**src/rtl/flash_seq_pkg.sv**
```systemverilog
package flash_seq_pkg;

  typedef enum logic [1:0] {OP_RD, OP_WR, OP_PRG, OP_ERS} op_e;
  typedef enum logic [1:0] {ST_IDLE, ST_RST, ST_BODY, ST_TAIL} state_e;
  typedef enum logic [1:0] {K_WR, K_RD, K_POLL} kind_e;
  typedef enum logic [3:0] {RG_CTRL, RG_SEQ, RG_CMD, RG_ADDR, RG_NOP,
                            RG_ECC, RG_DATA, RG_AUX, RG_END} reg_e;
  typedef enum logic [4:0] {V_ZERO, V_CTRLEN, V_SEQRST, V_CMDRST, V_SEQRD,
                            V_CMDRD, V_CMDRD2, V_SEQWR, V_CMDWR, V_SEQPRG,
                            V_CMDPRG, V_SEQERS, V_CMDBLK, V_CMDERS, V_SEQFLS,
                            V_CMDFLS, V_ECCRD, V_AB0, V_AB1, V_AB2, V_AB3} val_e;
  typedef enum logic [1:0] {C_NONE, C_PRI, C_SEC} chk_e;

  typedef struct packed {
    kind_e kind;
    reg_e  regSel;
    val_e  valSel;
    chk_e  chk;
    logic  last;
  } uop_t;

  typedef struct packed {
    logic  wrEn;
    logic  rdEn;
    reg_e  regSel;
    val_e  valSel;
    chk_e  chk;
    logic  start;
  } strobe_t;

  function automatic uop_t uWr(reg_e r, val_e v, logic l);
    return '{kind: K_WR, regSel: r, valSel: v, chk: C_NONE, last: l};
  endfunction

  function automatic uop_t uNop(logic l);
    return uWr(RG_NOP, V_ZERO, l);
  endfunction

  function automatic uop_t uRd(reg_e r, chk_e c, logic l);
    return '{kind: K_RD, regSel: r, valSel: V_ZERO, chk: c, last: l};
  endfunction

  function automatic uop_t uPoll(logic l);
    return '{kind: K_POLL, regSel: RG_CTRL, valSel: V_ZERO, chk: C_NONE, last: l};
  endfunction

endpackage

```
**src/rtl/flash_seq_ctrl.sv**
```systemverilog
module flash_seq_ctrl
  import flash_seq_pkg::*;
#(
  parameter int IDX_W = 4
) (
  input  logic          clk,
  input  logic          rstN,
  input  logic          reqValid,
  input  logic [1:0]    reqOp,
  input  logic          readyHit,
  output strobe_t       strobe,
  output logic          busy,
  output logic          done
);

  state_e           state;
  op_e              opReg;
  logic [IDX_W-1:0] idx;
  logic             pollSeen;
  uop_t             cur;
  logic             advance;

  // script decode: one micro-op per (segment, operation, step)
  always_comb begin
    cur = uNop(1'b1);
    unique case (state)
      ST_RST: begin
        case (idx)
          4'd0: cur = uWr(RG_CTRL, V_CTRLEN, 1'b0);
          4'd1: cur = uWr(RG_SEQ, V_SEQRST, 1'b0);
          4'd2: cur = uWr(RG_CMD, V_CMDRST, 1'b0);
          4'd3, 4'd4: cur = uNop(1'b0);
          4'd5: cur = uPoll(1'b0);
          default: cur = uNop(1'b1);
        endcase
      end
      ST_BODY: begin
        unique case (opReg)
          OP_RD: begin
            case (idx)
              4'd0: cur = uWr(RG_SEQ, V_SEQRD, 1'b0);
              4'd1: cur = uWr(RG_CMD, V_CMDRD, 1'b0);
              4'd3: cur = uWr(RG_ADDR, V_AB0, 1'b0);
              4'd4: cur = uWr(RG_ADDR, V_AB1, 1'b0);
              4'd5: cur = uWr(RG_ADDR, V_AB2, 1'b0);
              4'd6: cur = uWr(RG_ADDR, V_AB3, 1'b0);
              4'd8: cur = uWr(RG_CMD, V_CMDRD2, 1'b0);
              4'd11: cur = uPoll(1'b1);
              default: cur = uNop(1'b0);
            endcase
          end
          OP_WR: begin
            case (idx)
              4'd0: cur = uWr(RG_SEQ, V_SEQWR, 1'b0);
              4'd1: cur = uWr(RG_CMD, V_CMDWR, 1'b0);
              4'd3: cur = uWr(RG_ADDR, V_AB0, 1'b0);
              4'd4: cur = uWr(RG_ADDR, V_AB1, 1'b0);
              4'd5: cur = uWr(RG_ADDR, V_AB2, 1'b0);
              4'd6: cur = uWr(RG_ADDR, V_AB3, 1'b0);
              4'd9: cur = uPoll(1'b1);
              default: cur = uNop(1'b0);
            endcase
          end
          OP_PRG: begin
            case (idx)
              4'd0: cur = uWr(RG_SEQ, V_SEQPRG, 1'b0);
              4'd1: cur = uWr(RG_CMD, V_CMDPRG, 1'b0);
              4'd4: cur = uPoll(1'b1);
              default: cur = uNop(1'b0);
            endcase
          end
          default: begin
            case (idx)
              4'd0: cur = uWr(RG_SEQ, V_SEQERS, 1'b0);
              4'd1: cur = uWr(RG_CMD, V_CMDBLK, 1'b0);
              4'd3: cur = uWr(RG_ADDR, V_AB2, 1'b0);
              4'd4: cur = uWr(RG_ADDR, V_AB3, 1'b0);
              4'd6: cur = uWr(RG_CMD, V_CMDERS, 1'b0);
              4'd9: cur = uPoll(1'b1);
              default: cur = uNop(1'b0);
            endcase
          end
        endcase
      end
      ST_TAIL: begin
        case (idx)
          4'd0: cur = uWr(RG_SEQ, V_SEQFLS, 1'b0);
          4'd1: cur = uWr(RG_CMD, V_CMDFLS, 1'b0);
          4'd2: cur = uWr(RG_ECC, V_ECCRD, 1'b0);
          4'd8: cur = uRd(RG_DATA, C_PRI, 1'b0);
          4'd9: cur = uRd(RG_DATA, C_SEC, 1'b0);
          4'd10: cur = uRd(RG_AUX, C_SEC, 1'b0);
          4'd11: cur = uWr(RG_END, V_ZERO, 1'b0);
          4'd13: cur = uPoll(1'b0);
          4'd14: cur = uNop(1'b1);
          default: cur = uNop(1'b0);
        endcase
      end
      default: cur = uNop(1'b1);
    endcase
  end

  assign busy    = (state != ST_IDLE);
  assign advance = busy && ((cur.kind != K_POLL) || (pollSeen && readyHit));

  always_comb begin
    strobe.wrEn   = busy && (cur.kind == K_WR);
    strobe.rdEn   = busy && (cur.kind != K_WR);
    strobe.regSel = cur.regSel;
    strobe.valSel = cur.valSel;
    strobe.chk    = busy ? cur.chk : C_NONE;
    strobe.start  = !busy && reqValid;
  end

  always_ff @(posedge clk) begin
    if (!rstN) begin
      state    <= ST_IDLE;
      opReg    <= OP_RD;
      idx      <= '0;
      pollSeen <= 1'b0;
      done     <= 1'b0;
    end else begin
      done <= 1'b0;
      if (state == ST_IDLE) begin
        if (reqValid) begin
          opReg    <= op_e'(reqOp);
          state    <= ST_RST;
          idx      <= '0;
          pollSeen <= 1'b0;
        end
      end else if (advance) begin
        pollSeen <= 1'b0;
        if (cur.last) begin
          idx <= '0;
          if (state == ST_RST) begin
            state <= ST_BODY;
          end else if (state == ST_BODY && (opReg == OP_PRG || opReg == OP_ERS)) begin
            state <= ST_TAIL;
          end else begin
            state <= ST_IDLE;
            done  <= 1'b1;
          end
        end else begin
          idx <= idx + 1'b1;
        end
      end else if (cur.kind == K_POLL) begin
        pollSeen <= 1'b1;
      end
    end
  end

endmodule

```
**src/rtl/flash_seq_datapath.sv**
```systemverilog
module flash_seq_datapath
  import flash_seq_pkg::*;
#(
  parameter int          DATA_W     = 16,
  parameter int          ADDR_W     = 13,
  parameter int          READY_BIT  = 7,
  parameter logic [12:0] OFS_CTRL   = 13'h1032,
  parameter logic [12:0] OFS_SEQ    = 13'h1034,
  parameter logic [12:0] OFS_CMD    = 13'h1036,
  parameter logic [12:0] OFS_ADDR   = 13'h1038,
  parameter logic [12:0] OFS_NOP    = 13'h1060,
  parameter logic [12:0] OFS_ECC    = 13'h1040,
  parameter logic [12:0] OFS_DATA   = 13'h0800,
  parameter logic [12:0] OFS_AUX    = 13'h107E,
  parameter logic [12:0] OFS_END    = 13'h1066,
  parameter logic [15:0] CTRL_EN    = 16'h0011,
  parameter logic [15:0] SEQ_RST    = 16'h0001,
  parameter logic [15:0] CMD_RST    = 16'h00F0,
  parameter logic [15:0] SEQ_RD     = 16'h0003,
  parameter logic [15:0] CMD_RD     = 16'h0010,
  parameter logic [15:0] CMD_RD2    = 16'h0038,
  parameter logic [15:0] SEQ_WR     = 16'h0005,
  parameter logic [15:0] CMD_WR     = 16'h0080,
  parameter logic [15:0] SEQ_PRG    = 16'h0007,
  parameter logic [15:0] CMD_PRG    = 16'h0019,
  parameter logic [15:0] SEQ_ERS    = 16'h0009,
  parameter logic [15:0] CMD_BLK    = 16'h0060,
  parameter logic [15:0] CMD_ERS    = 16'h00D0,
  parameter logic [15:0] SEQ_FLS    = 16'h000B,
  parameter logic [15:0] CMD_FLS    = 16'h0070,
  parameter logic [15:0] ECC_RDMODE = 16'h8000,
  parameter logic [15:0] GOOD_PRI   = 16'h00C3,
  parameter logic [15:0] GOOD_SEC   = 16'h0081
) (
  input  logic              clk,
  input  logic              rstN,
  input  strobe_t           strobe,
  input  logic [31:0]       reqAddr,
  input  logic              failClr,
  input  logic [DATA_W-1:0] busRdData,
  output logic              readyHit,
  output logic              busWr,
  output logic              busRd,
  output logic [ADDR_W-1:0] busAddr,
  output logic [DATA_W-1:0] busWrData,
  output logic              failFlag
);

  localparam logic [15:0] ECC_VAL = ECC_RDMODE | 16'h0004;

  logic [31:0]       addrReg;
  logic [7:0]        addrByte;
  logic [15:0]       wrVal;
  logic [12:0]       ofs;
  logic              statusBad;

  always_ff @(posedge clk) begin
    if (!rstN)             addrReg <= '0;
    else if (strobe.start) addrReg <= reqAddr;
  end

  always_comb begin
    unique case (strobe.valSel)
      V_AB0:   addrByte = addrReg[7:0];
      V_AB1:   addrByte = addrReg[15:8];
      V_AB2:   addrByte = addrReg[23:16];
      V_AB3:   addrByte = addrReg[31:24];
      default: addrByte = 8'h00;
    endcase
  end

  always_comb begin
    unique case (strobe.valSel)
      V_CTRLEN: wrVal = CTRL_EN;
      V_SEQRST: wrVal = SEQ_RST;
      V_CMDRST: wrVal = CMD_RST;
      V_SEQRD:  wrVal = SEQ_RD;
      V_CMDRD:  wrVal = CMD_RD;
      V_CMDRD2: wrVal = CMD_RD2;
      V_SEQWR:  wrVal = SEQ_WR;
      V_CMDWR:  wrVal = CMD_WR;
      V_SEQPRG: wrVal = SEQ_PRG;
      V_CMDPRG: wrVal = CMD_PRG;
      V_SEQERS: wrVal = SEQ_ERS;
      V_CMDBLK: wrVal = CMD_BLK;
      V_CMDERS: wrVal = CMD_ERS;
      V_SEQFLS: wrVal = SEQ_FLS;
      V_CMDFLS: wrVal = CMD_FLS;
      V_ECCRD:  wrVal = ECC_VAL;
      V_AB0, V_AB1, V_AB2, V_AB3: wrVal = {8'h00, addrByte};
      default:  wrVal = 16'h0000;
    endcase
  end

  always_comb begin
    unique case (strobe.regSel)
      RG_CTRL: ofs = OFS_CTRL;
      RG_SEQ:  ofs = OFS_SEQ;
      RG_CMD:  ofs = OFS_CMD;
      RG_ADDR: ofs = OFS_ADDR;
      RG_ECC:  ofs = OFS_ECC;
      RG_DATA: ofs = OFS_DATA;
      RG_AUX:  ofs = OFS_AUX;
      RG_END:  ofs = OFS_END;
      default: ofs = OFS_NOP;
    endcase
  end

  assign busWr     = strobe.wrEn;
  assign busRd     = strobe.rdEn;
  assign busAddr   = ADDR_W'(ofs);
  assign busWrData = strobe.wrEn ? DATA_W'(wrVal) : '0;
  assign readyHit  = busRdData[READY_BIT];

  always_comb begin
    unique case (strobe.chk)
      C_PRI:   statusBad = strobe.rdEn && (busRdData != DATA_W'(GOOD_PRI));
      C_SEC:   statusBad = strobe.rdEn && (busRdData != DATA_W'(GOOD_SEC));
      default: statusBad = 1'b0;
    endcase
  end

  always_ff @(posedge clk) begin
    if (!rstN)          failFlag <= 1'b0;
    else if (statusBad) failFlag <= 1'b1;
    else if (failClr)   failFlag <= 1'b0;
  end

endmodule

```
**src/rtl/flash_cmd_seq.sv**
```systemverilog
module flash_cmd_seq
  import flash_seq_pkg::*;
#(
  parameter int          DATA_W     = 16,
  parameter int          ADDR_W     = 13,
  parameter int          READY_BIT  = 7,
  parameter logic [12:0] OFS_CTRL   = 13'h1032,
  parameter logic [12:0] OFS_SEQ    = 13'h1034,
  parameter logic [12:0] OFS_CMD    = 13'h1036,
  parameter logic [12:0] OFS_ADDR   = 13'h1038,
  parameter logic [12:0] OFS_NOP    = 13'h1060,
  parameter logic [12:0] OFS_ECC    = 13'h1040,
  parameter logic [12:0] OFS_DATA   = 13'h0800,
  parameter logic [12:0] OFS_AUX    = 13'h107E,
  parameter logic [12:0] OFS_END    = 13'h1066,
  parameter logic [15:0] CTRL_EN    = 16'h0011,
  parameter logic [15:0] SEQ_RST    = 16'h0001,
  parameter logic [15:0] CMD_RST    = 16'h00F0,
  parameter logic [15:0] SEQ_RD     = 16'h0003,
  parameter logic [15:0] CMD_RD     = 16'h0010,
  parameter logic [15:0] CMD_RD2    = 16'h0038,
  parameter logic [15:0] SEQ_WR     = 16'h0005,
  parameter logic [15:0] CMD_WR     = 16'h0080,
  parameter logic [15:0] SEQ_PRG    = 16'h0007,
  parameter logic [15:0] CMD_PRG    = 16'h0019,
  parameter logic [15:0] SEQ_ERS    = 16'h0009,
  parameter logic [15:0] CMD_BLK    = 16'h0060,
  parameter logic [15:0] CMD_ERS    = 16'h00D0,
  parameter logic [15:0] SEQ_FLS    = 16'h000B,
  parameter logic [15:0] CMD_FLS    = 16'h0070,
  parameter logic [15:0] ECC_RDMODE = 16'h8000,
  parameter logic [15:0] GOOD_PRI   = 16'h00C3,
  parameter logic [15:0] GOOD_SEC   = 16'h0081
) (
  input  logic              clk,
  input  logic              rstN,
  input  logic              reqValid,
  input  logic [1:0]        reqOp,
  input  logic [31:0]       reqAddr,
  input  logic              failClr,
  output logic              busy,
  output logic              done,
  output logic              failFlag,
  output logic              busWr,
  output logic              busRd,
  output logic [ADDR_W-1:0] busAddr,
  output logic [DATA_W-1:0] busWrData,
  input  logic [DATA_W-1:0] busRdData
);

  strobe_t strobe;
  logic    readyHit;

  flash_seq_ctrl #(.IDX_W(4)) u_ctrl (
    .clk(clk), .rstN(rstN), .reqValid(reqValid), .reqOp(reqOp),
    .readyHit(readyHit), .strobe(strobe), .busy(busy), .done(done)
  );

  flash_seq_datapath #(
    .DATA_W(DATA_W), .ADDR_W(ADDR_W), .READY_BIT(READY_BIT),
    .OFS_CTRL(OFS_CTRL), .OFS_SEQ(OFS_SEQ), .OFS_CMD(OFS_CMD),
    .OFS_ADDR(OFS_ADDR), .OFS_NOP(OFS_NOP), .OFS_ECC(OFS_ECC),
    .OFS_DATA(OFS_DATA), .OFS_AUX(OFS_AUX), .OFS_END(OFS_END),
    .CTRL_EN(CTRL_EN), .SEQ_RST(SEQ_RST), .CMD_RST(CMD_RST),
    .SEQ_RD(SEQ_RD), .CMD_RD(CMD_RD), .CMD_RD2(CMD_RD2),
    .SEQ_WR(SEQ_WR), .CMD_WR(CMD_WR), .SEQ_PRG(SEQ_PRG), .CMD_PRG(CMD_PRG),
    .SEQ_ERS(SEQ_ERS), .CMD_BLK(CMD_BLK), .CMD_ERS(CMD_ERS),
    .SEQ_FLS(SEQ_FLS), .CMD_FLS(CMD_FLS), .ECC_RDMODE(ECC_RDMODE),
    .GOOD_PRI(GOOD_PRI), .GOOD_SEC(GOOD_SEC)
  ) u_dp (
    .clk(clk), .rstN(rstN), .strobe(strobe), .reqAddr(reqAddr),
    .failClr(failClr), .busRdData(busRdData), .readyHit(readyHit),
    .busWr(busWr), .busRd(busRd), .busAddr(busAddr),
    .busWrData(busWrData), .failFlag(failFlag)
  );

endmodule

```
**config.mk**
```make
export PLATFORM = sky130hd
export DESIGN_NAME = flash_cmd_seq
export DESIGN_NICKNAME = d
export VERILOG_FILES = /design/src/rtl/flash_seq_pkg.sv /design/src/rtl/flash_seq_ctrl.sv /design/src/rtl/flash_seq_datapath.sv /design/src/rtl/flash_cmd_seq.sv
export SDC_FILE = /design/constraint.sdc
export NUM_CORES = 1
export LEC_CHECK = 0
export BUFFER_PORTS_ARGS = -buffer_cell sky130_fd_sc_hd__buf_2
export CAP_MARGIN = 20
export CORE_AREA = 5 5 81 121
export CTS_CLUSTER_DIAMETER = 120
export DETAILED_ROUTE_END_ITERATION = 8
export DIE_AREA = 0 0 86 126
export PLACE_DENSITY = 0.85
export RECOVER_POWER = 50
export SYNTH_ARGS = -nofsm -noshare
export SYNTH_HDL_FRONTEND = slang
export SYNTH_SLANG_ARGS = --single-unit
```
**constraint.sdc**
```tcl
create_clock -name clk -period 3.2 [get_ports clk]
set_input_delay 0.96 -clock clk [delete_from_list [all_inputs] [get_ports clk]]
set_output_delay 0.96 -clock clk [all_outputs]
set_load 0.05 [all_outputs]
```
==> results of run 1 <==
critical path, cell delays in order, from the launching register on:
cell	delay, ps
dfxtp_4	390
inv_4	60
ha_4	190
buf_6	140
mux2i_2	220
nor2_1	100
mux2_4	270
a32o_4	380
and3_4	210
and3_4	190
a211oi_4	260
a31oi_4	110
buf_6	170
cell families (layout without fill, tap and decap cells):
logic type,count (synthesis),in the layout
compound gates,159,159
xor+xnor,1,1
fa+ha+maj,14,14
buf+inv,68,233
flops,63,63
mux,12,12
other cells,1,12
simple gates,234,234
placed cells by master (no fill, tap or decap), types with 7 or more instances in the layout:
master,instances
buf_4,109
clkbuf_16,10
nor2_2,7
o21ai_2,7
a21oi_1,16
nand3_1,15
conb_1,12
o21ai_0,7
nand2b_1,7
and3_1,7
buf_6,26
buf_2,56
nor2_1,24
nor3_1,8
nand2_1,106
inv_1,11
dfxtp_1,59
a22oi_2,7
a21boi_0,35
power by group:
part	total, mW	leakage (nW)	internal, mW	switching, mW
sequential	1.01	0.517	0.914	0.0997
clock	0.905	0.135	0.537	0.369
combinational	3.02	2.06	1.26	1.76
total	4.94	2.71	2.71	2.22
cell type report:
type | count | share of cell area [%]
repair buffers | 199 | 23.0
clock buffers | 11 | 3.70
flip-flops and latches | 63 | 19.4
inverters | 19 | 1.20
well taps | 110 | 2.10
clock inverters | 4 | 0.325
multi-input cells | 432 | 50.2
worst max-delay path by stage:
| stage | start | end | slack, ps | cells past startpoint |
|---|---|---|---|---|
| 6_report | u_ctrl.idx[0]$_SDFFE_PN0N_ | busWrData[5] | -790 | 12 |
| 4_1_cts | u_ctrl.idx[1]$_SDFFE_PN0N_ | busWrData[6] | -660 | 12 |
| 5_1_grt | u_ctrl.idx[0]$_SDFFE_PN0N_ | busWrData[5] | -860 | 12 |
| 2_1_floorplan | u_ctrl.idx[1]$_SDFFE_PN0N_ | busWrData[6] | -310 | 11 |
| 3_3_place_gp | u_ctrl.idx[0]$_SDFFE_PN0N_ | busWrData[5] | -440 | 12 |
| 3_5_place_dp | u_ctrl.idx[0]$_SDFFE_PN0N_ | busWrData[5] | -530 | 12 |
timing repair:
action                                  in CTS  in global routing
pin swaps                                   30                 20
buffers inserted                            19                  9
cloned                                       0                  1
resized for setup                           99                 66
endpoints found under the hold margin        0                  0
hold buffers                                 0                  0
endpoints found under the setup margin      19                 30
routing by layer:
layer / up-vias / GRT usage (%)
li1: 2265 / -
met5: - / 0
met1: 2387 / 24.1
met3: 119 / 4.71
met4: 0 / 21.1
met2: 271 / 53.1
==> metrics.txt, run 1 <==
Port Buf Inserts=75; CP Class=flip-flop to output pin; final core occ=75.6%; setup TNS=-11420 ps; DRT Pass-1 Iters=5; CTS Buffer Depth=2; DRC viols=0; filler cell count=540; clk sinks=63; Mapped Cells=around 550; CP Launch Type=flip-flop; DR WL/cell=20.0 um; PnR worst setup slack=-794 ps; Layout Nets=792; Peak Freq=0.250 GHz; hold path depth=2; via density per instance=about 6.0; io pins=88; Min-Delay Path Class=flip-flop to flip-flop; layout cells sized above 1=47.3%; Synth area leaders=dfxtp_1 30%, nand2_1 9.9%, a21boi_0 6.3%; simple-gate area share of the yosys netlist=26.7%; adder-cell share of the synthesized area=under 10%; worst vdd ir=0.000416 V; H-Tree Depth=3; Pwr Total=4.94 mW; failing checks=negative setup slack; Worst Hold End=u_dp.addrReg[30]$_SDFFE_PN0P_; Compound-Gate Fraction of Synth Area=between 20% and 30%; #FFs+latches synth=63; Worst R2R Setup Slack=80 ps; MaxCap Viol Count=0; non-filler cells, final=838; pre-CTS WS=-526 ps; pins over their slew limit=0; sequential fraction of the synthesis area=30.0%; Final Wtd Congestion=0.949; Yosys top cell area share=30.0%; core area=0.00867 mm^2; CTS Root Cell=clkbuf_16; Post-Synthesis Cell Area=0.00420 mm^2; TritonCTS Buffers=9; Initial Util=48.4%; Post-synth EDFFs=0; GRT Util Overall=27.6%; WL met1=5.42 mm; Max Clock Skew=5.48 ps; required time of the critical path=approximately 2200 ps; Die W=86 um; worst-margin pin slew=about 1400 ps; largest family of logic cells by synthesized area=compound AO/OA/AOI/OAI gates; Ant. Diodes=0; Max-slew headroom=7.96%; ys flop type=dfxtp_1; Die ar.=0.0108 mm^2; vias in the first global route=between 5000 and 6000; dpl hpwl=10.9 mm; Worst Setup End Kind=output pin; storage element area=0.00127 mm^2; met3 routed WL=slightly above 800 um; CP Max Fanout=8; Final Cycle Share=125%; Synth area leader=dfxtp_1; top sig layer=met4; final hold vios=0; post-synthesis mux area share=2.95%; number of vias in the routed layout=5042; XOR/XNOR Fraction of Synth Area=less than 1%; DP Area=about 0.0054 mm^2; Reg2Reg Launch Point=u_ctrl.idx[0]$_SDFFE_PN0N_; Pleak=2.71 nW; RSZ-0062 raised after global routing=yes; largest net degree at the start of global routing=39; Pwr Density=around 750 mW/mm^2; status=finished with violations; multi-input logic area=0.00329 mm^2; clk slew on worst S/H paths=60 ps; worst skew pair latency=340 ps; Post-DRT Antenna Nets=0; Layout area overhead=56.1%; R2R depth=13; total grt overflow=0; Initial DRC Count=376; first-pass GRT wire length=approximately 24 mm; Synthesis Warnings=0; Hold Startpoint=u_dp.addrReg[30]$_SDFFE_PN0P_; Total Wirelength=16.8 mm; Avg Cell Area, Syn=7.60 um^2; Post-synth top cells=111 x nand2_1, 63 x dfxtp_1, 35 x a21boi_0, 35 x nor2_1, 24 x a21oi_1; final instance area=0.00655 mm^2; count leader, synth=nand2_1; endpoints failing setup=19; initial antenna violation count=0; routed length on met2=9.13 mm; clock period minus worst slack=~4000 ps; Cells after DPL=794; CP arrival=3030 ps; Rows=42; Min Hold Slack=approximately 470 ps; Die Y=roughly 130 um; Cell variety after synth=73; asr flop ratio synth=0%; CTS tree=built
Note: power is estimated with default switching activity, not from simulation.
==> inputs of run 2 (changes only) <==
Settings changed: CORE_AREA 5 5 81 121 to 5 5 80 119, CTS_BUF_LIST set to sky130_fd_sc_hd__clkbuf_8, DIE_AREA 0 0 86 126 to 0 0 85 124, PLACE_DENSITY 0.85 to 0.87.
==> metrics.txt, run 2 (same netlist as run 1, synthesis figures left out) <==
io pins=88; final hold vios=0; Die W=about 85 um; core area=0.00831 mm^2; clock period minus worst slack=3990 ps; DP Area=0.00546 mm^2; CP arrival=3030 ps; number of vias in the routed layout=4959; total grt overflow=0; Pwr Density=approximately 730 mW/mm^2; failing checks=negative setup slack; pins over their slew limit=0; RSZ-0062 raised after global routing=yes; worst skew pair latency=around 370 ps; TritonCTS Buffers=9; CTS Buffer Depth=2; initial antenna violation count=0; DR WL/cell=19.3 um; Post-DRT Antenna Nets=0; multi-input logic area=roughly 0.0033 mm^2; clk slew on worst S/H paths=~70 ps; vias in the first global route=5018; largest net degree at the start of global routing=42; CTS tree=built; non-filler cells, final=841; CP Max Fanout=7; Total Wirelength=16.2 mm; worst vdd ir=about 0.00045 V; Worst path top cell family by delay=compound AO/OA/AOI/OAI gates; CP Class=flip-flop to output pin; status=finished with violations; commonest non-fill, non-tap cell in the layout=buf_4; dpl hpwl=11.2 mm; DRT Pass-1 Iters=5; setup TNS=-11310 ps; final instance area=between 0.006 and 0.007 mm^2; Pleak=2.72 nW; CP peak stage delay=420 ps; H-Tree Depth=3; Die ar.=approximately 0.011 mm^2; via density per instance=5.90; Initial DRC Count=249; CTS Root Cell=clkbuf_8; crit path cell chain=inv_6, ha_4, buf_6, mux2i_2, nor2_1, mux2_4, a32o_2, nor2_1, nand2_1, a211o_1, a31oi_4, buf_6; slowest CP cell=dfxtp_4; Layout area overhead=55.1%; Rows=41; Min-Delay Path Class=flip-flop to flip-flop; clk sinks=between 60 and 70; Cells after DPL=around 800; Worst Setup End Kind=output pin; Pwr Total=4.77 mW; Port Buf Inserts=75; GRT Util Overall=roughly 30%; Final Cycle Share=125%; Layout Nets=around 800; Stages on worst setup path=12; PnR worst setup slack=-791 ps; first-pass GRT wire length=24.5 mm; Max Clock Skew=approximately 16 ps; CTS Hold Bufs=0; final core occ=approximately 80%; storage element area=0.00127 mm^2; pre-CTS WS=-540 ps; Ant. Diodes=0; Final Wtd Congestion=slightly above 0.9; Die Y=124 um; Min Hold Slack=467 ps; layout cells sized above 1=46.9%; DRC viols=0; endpoints failing setup=21; hold path depth=2; most frequent cells in the layout=116 x buf_4, 108 x nand2_1, 59 x dfxtp_1, 56 x buf_2, 35 x a21boi_0; Max-slew headroom=roughly 12%; Initial Util=50.5%; worst-margin pin slew=1320 ps; Crit path buffers/inverters=3; R2R depth=15; filler cell count=541; required time of the critical path=around 2200 ps; CP Launch Type=flip-flop; Peak Freq=0.251 GHz; MaxCap Viol Count=0
[run 2: changes by cell type in the layout (fill, tap and decap cells not counted), sizes merged]
cell,delta
buf,+6
inv,+2
a32o,+1
clkinv,-2
clkbuf,-3
bufinv,+2
[run 2: what timing repair did]
| item | CTS | global route |
|---|---|---|
| setup endpoints to repair | 19 | 40 |
| setup buffers | 23 | 8 |
| pin swaps | 39 | 15 |
| gates cloned | 1 | 0 |
| gates resized for setup | 120 | 38 |
[run 2: where the power goes]
part	internal, mW	switching [mW]
sequential	0.913	0.100
clock	0.464	0.349
combinational	1.23	1.71
[run 2: final timing paths]
| path | startpoint | end | slack, ps |
|---|---|---|---|
| worst max-delay path | u_ctrl.idx[0]$_SDFFE_PN0N_ | busWrData[1] | -790 |
| worst min-delay path | u_dp.addrReg[30]$_SDFFE_PN0P_ | u_dp.addrReg[30]$_SDFFE_PN0P_ | 470 |
| worst max register to register | u_ctrl.idx[3]$_SDFFE_PN0N_ | flip-flop | -40 |
| worst min register to register | u_dp.addrReg[30]$_SDFFE_PN0P_ | u_dp.addrReg[30]$_SDFFE_PN0P_ | 470 |
[run 2: area by class of cell]
type,instances,area share (%)
multi-input cells,433,50.4
clock inverters,6,1.36
inverters,19,1.25
well taps,107,2.06
flip-flops and latches,63,19.5
repair buffers,203,23.3
clock buffers,10,2.11
[run 2: per-layer routing]
| layer | vias to the layer above | track usage [%] | part of all wire (%) |
|---|---|---|---|
| met5 | - | 0 | 0 |
| met4 | 0 | 25.6 | 9.3 |
| met3 | 107 | 5.49 | 4.8 |
| met2 | 243 | 57.1 | 54 |
| met1 | 2323 | 26.7 | 32 |
| li1 | 2286 | - | - |
[run 2: tightest hold or removal path, delay by kind of cell, from the launching register on]
| kind | cells | cell delay, ps |
|---|---|---|
| compound gates | 1 | 60 |
| flops | 1 | 310 |
| simple gates | 1 | 50 |
==> inputs of run 3 (changes only) <==
--- a/config.mk
+++ b/config.mk
@@ -15,4 +15,5 @@
 export PLACE_DENSITY = 0.87
 export RECOVER_POWER = 50
+export SLEW_MARGIN = 20
 export SYNTH_ARGS = -nofsm -noshare
 export SYNTH_HDL_FRONTEND = slang
==> constraint.sdc (replaced) <==
create_clock -name clk -period 3.2 [get_ports clk]
set_input_delay 0.96 -clock clk [delete_from_list [all_inputs] [get_ports clk]]
set_output_delay 0.96 -clock clk [all_outputs]
set_load 0.02 [all_outputs]
==> metrics.txt, run 3 (same netlist as run 1, synthesis figures left out) <==
status=finished with violations; failing checks=negative setup slack; pins over their slew limit=0; R2R depth=16; worst-margin pin slew=1430 ps; Post-DRT Antenna Nets=0; M1 GR Usage=24.5%; clk slew on worst S/H paths=70 ps; CP arrival=3080 ps; met3 Use GR=6.09%; Total Wirelength=15.8 mm; final instance area=0.00624 mm^2; dpl hpwl=~11 mm; Pwr Density=671 mW/mm^2; Layout Nets=783; GR peak layer=met2; H-Tree Depth=3; clk sinks=63; most frequent cells in the layout=106 x nand2_1, 98 x buf_4, 59 x dfxtp_1, 58 x buf_2, 35 x a21boi_0; final core occ=75.1%; total grt overflow=0; number of vias in the routed layout=4880; crit path cell chain=inv_4, ha_4, buf_6, and3b_2, a211oi_4, nor3_2, a21oi_1, o21a_1, nand2_2, a221o_4, a41oi_4, buf_6; DP Area=about 0.0053 mm^2; DRT Pass-1 Iters=7; Die W=85 um; Die ar.=between 0.01 and 0.015 mm^2; Worst R2R Setup Slack=around 40 ps; CTS Root Cell=clkbuf_8; DRC viols=0; vias in the first global route=4788; PnR worst setup slack=-837 ps; Max Clock Skew=about 12 ps; Rows=41; TritonCTS Buffers=9; Worst Setup EP=busWrData[6]; crit path from=u_ctrl.idx[0]$_SDFFE_PN0N_; GRT Util Overall=approximately 28%; Layout area overhead=48.7%; Ant. Diodes=0; first-pass GRT wire length=~23 mm; Pleak=between 2 and 3 nW; DR WL/cell=19.1 um; clock period minus worst slack=4040 ps; via density per instance=5.92; endpoints failing setup=19; Min-Delay Path Class=flip-flop to flip-flop; Final Cycle Share=126%; Reg2Reg Launch Point=u_ctrl.idx[0]$_SDFFE_PN0N_; CTS Buffer Depth=2; worst skew pair latency=370 ps; met2 Track Usage GR=52.9%; Port Buf Inserts=75; layout cells sized above 1=44.7%; Initial DRC Count=347; largest net degree at the start of global routing=35; Die Y=124 um; pre-CTS WS=-439 ps; initial antenna violation count=0; Max-slew headroom=approximately 4.5%; most frequent CP cell=buf_6; Peak Freq=0.248 GHz; CP Launch Type=flip-flop; core area=between 0.008 and 0.009 mm^2; commonest non-fill, non-tap cell in the layout=nand2_1; worst vdd ir=0.000378 V; RSZ-0062 raised after global routing=yes; slowest CP cell=a221o_4; CP Max Fanout=6; CP Class=flip-flop to output pin; MaxCap Viol Count=0; Initial Util=50.5%; Worst Setup End Kind=output pin; CTS tree=built; final hold vios=0; CP peak stage delay=430 ps; Final Wtd Congestion=1.01; io pins=88; required time of the critical path=2240 ps
-- run 3: changes by cell type in the layout (fill, tap and decap cells not counted), sizes merged --
cell	change
buf	-14
inv	-3
bufinv	-2
a32o	-1
clkinvlp	+1
clkinv	+3
-- run 3: power by group --
group | switching [mW] | internal (mW)
sequential | 0.0905 | 0.912
clock | 0.326 | 0.266
combinational | 1.47 | 1.13
total | 1.89 | 2.30
-- run 3: what timing repair did --
action                     CTS  global route
setup endpoints to repair   22            33
resized for setup          104            40
setup buffers               22             6
hold buffers                 0             0
pin swaps                   35            25
cloned                       0             0
hold endpoints to repair     0             0
-- run 3: per-layer routing --
layer / vias up / share of wire (%)
met1: 2292 / 33
met2: 242 / 53
met4: 0 / 8.6
met5: - / 0
met3: 103 / 5.5
li1: 2243 / -
-- run 3: worst min path at each step --
stage,cells after the start,end,from,slack (ps)
3_3_place_gp,2,u_dp.addrReg[11]$_SDFFE_PN0P_,u_dp.addrReg[11]$_SDFFE_PN0P_,450
2_1_floorplan,2,u_dp.addrReg[13]$_SDFFE_PN0P_,u_dp.addrReg[13]$_SDFFE_PN0P_,440
4_1_cts,2,u_dp.addrReg[19]$_SDFFE_PN0P_,u_dp.addrReg[19]$_SDFFE_PN0P_,470
3_5_place_dp,2,u_dp.addrReg[19]$_SDFFE_PN0P_,u_dp.addrReg[19]$_SDFFE_PN0P_,460
6_report,2,u_dp.addrReg[10]$_SDFFE_PN0P_,u_dp.addrReg[10]$_SDFFE_PN0P_,470
5_1_grt,2,u_dp.addrReg[30]$_SDFFE_PN0P_,u_dp.addrReg[30]$_SDFFE_PN0P_,480
-- run 3: critical path: cells and delay by family (launching register included) --
family                   cells  cell delay (ps)
AO/OA/AOI/OAI                5             1380
AND/OR/NAND/NOR              3              420
flip-flops                   1              390
buffers and inverters        3              320
adder cells (fa/ha/maj)      1              190
-- run 3: layout make-up --
class,count,area [um^2]
clock buffers,9,124
multi-input cells,432,3190
flip-flops and latches,63,1270
fillers,530,2070
inverters,19,76.3
repair buffers,190,1420
clock inverters,5,27.5
well taps,107,134
-- run 3: per-stage QoR --
step | hold WS (ps) | instances | setup TNS [ps] | power [mW]
floorplan | 439 | 563 | -982 | 2.24
global placement | 452 | 783 | -3790 | 2.97
detailed placement | 461 | 783 | -4710 | 3.03
CTS | 469 | 819 | -8570 | 3.94
global route | 483 | 825 | -12930 | 4.40
finish | 470 | 825 | -10830 | 4.19
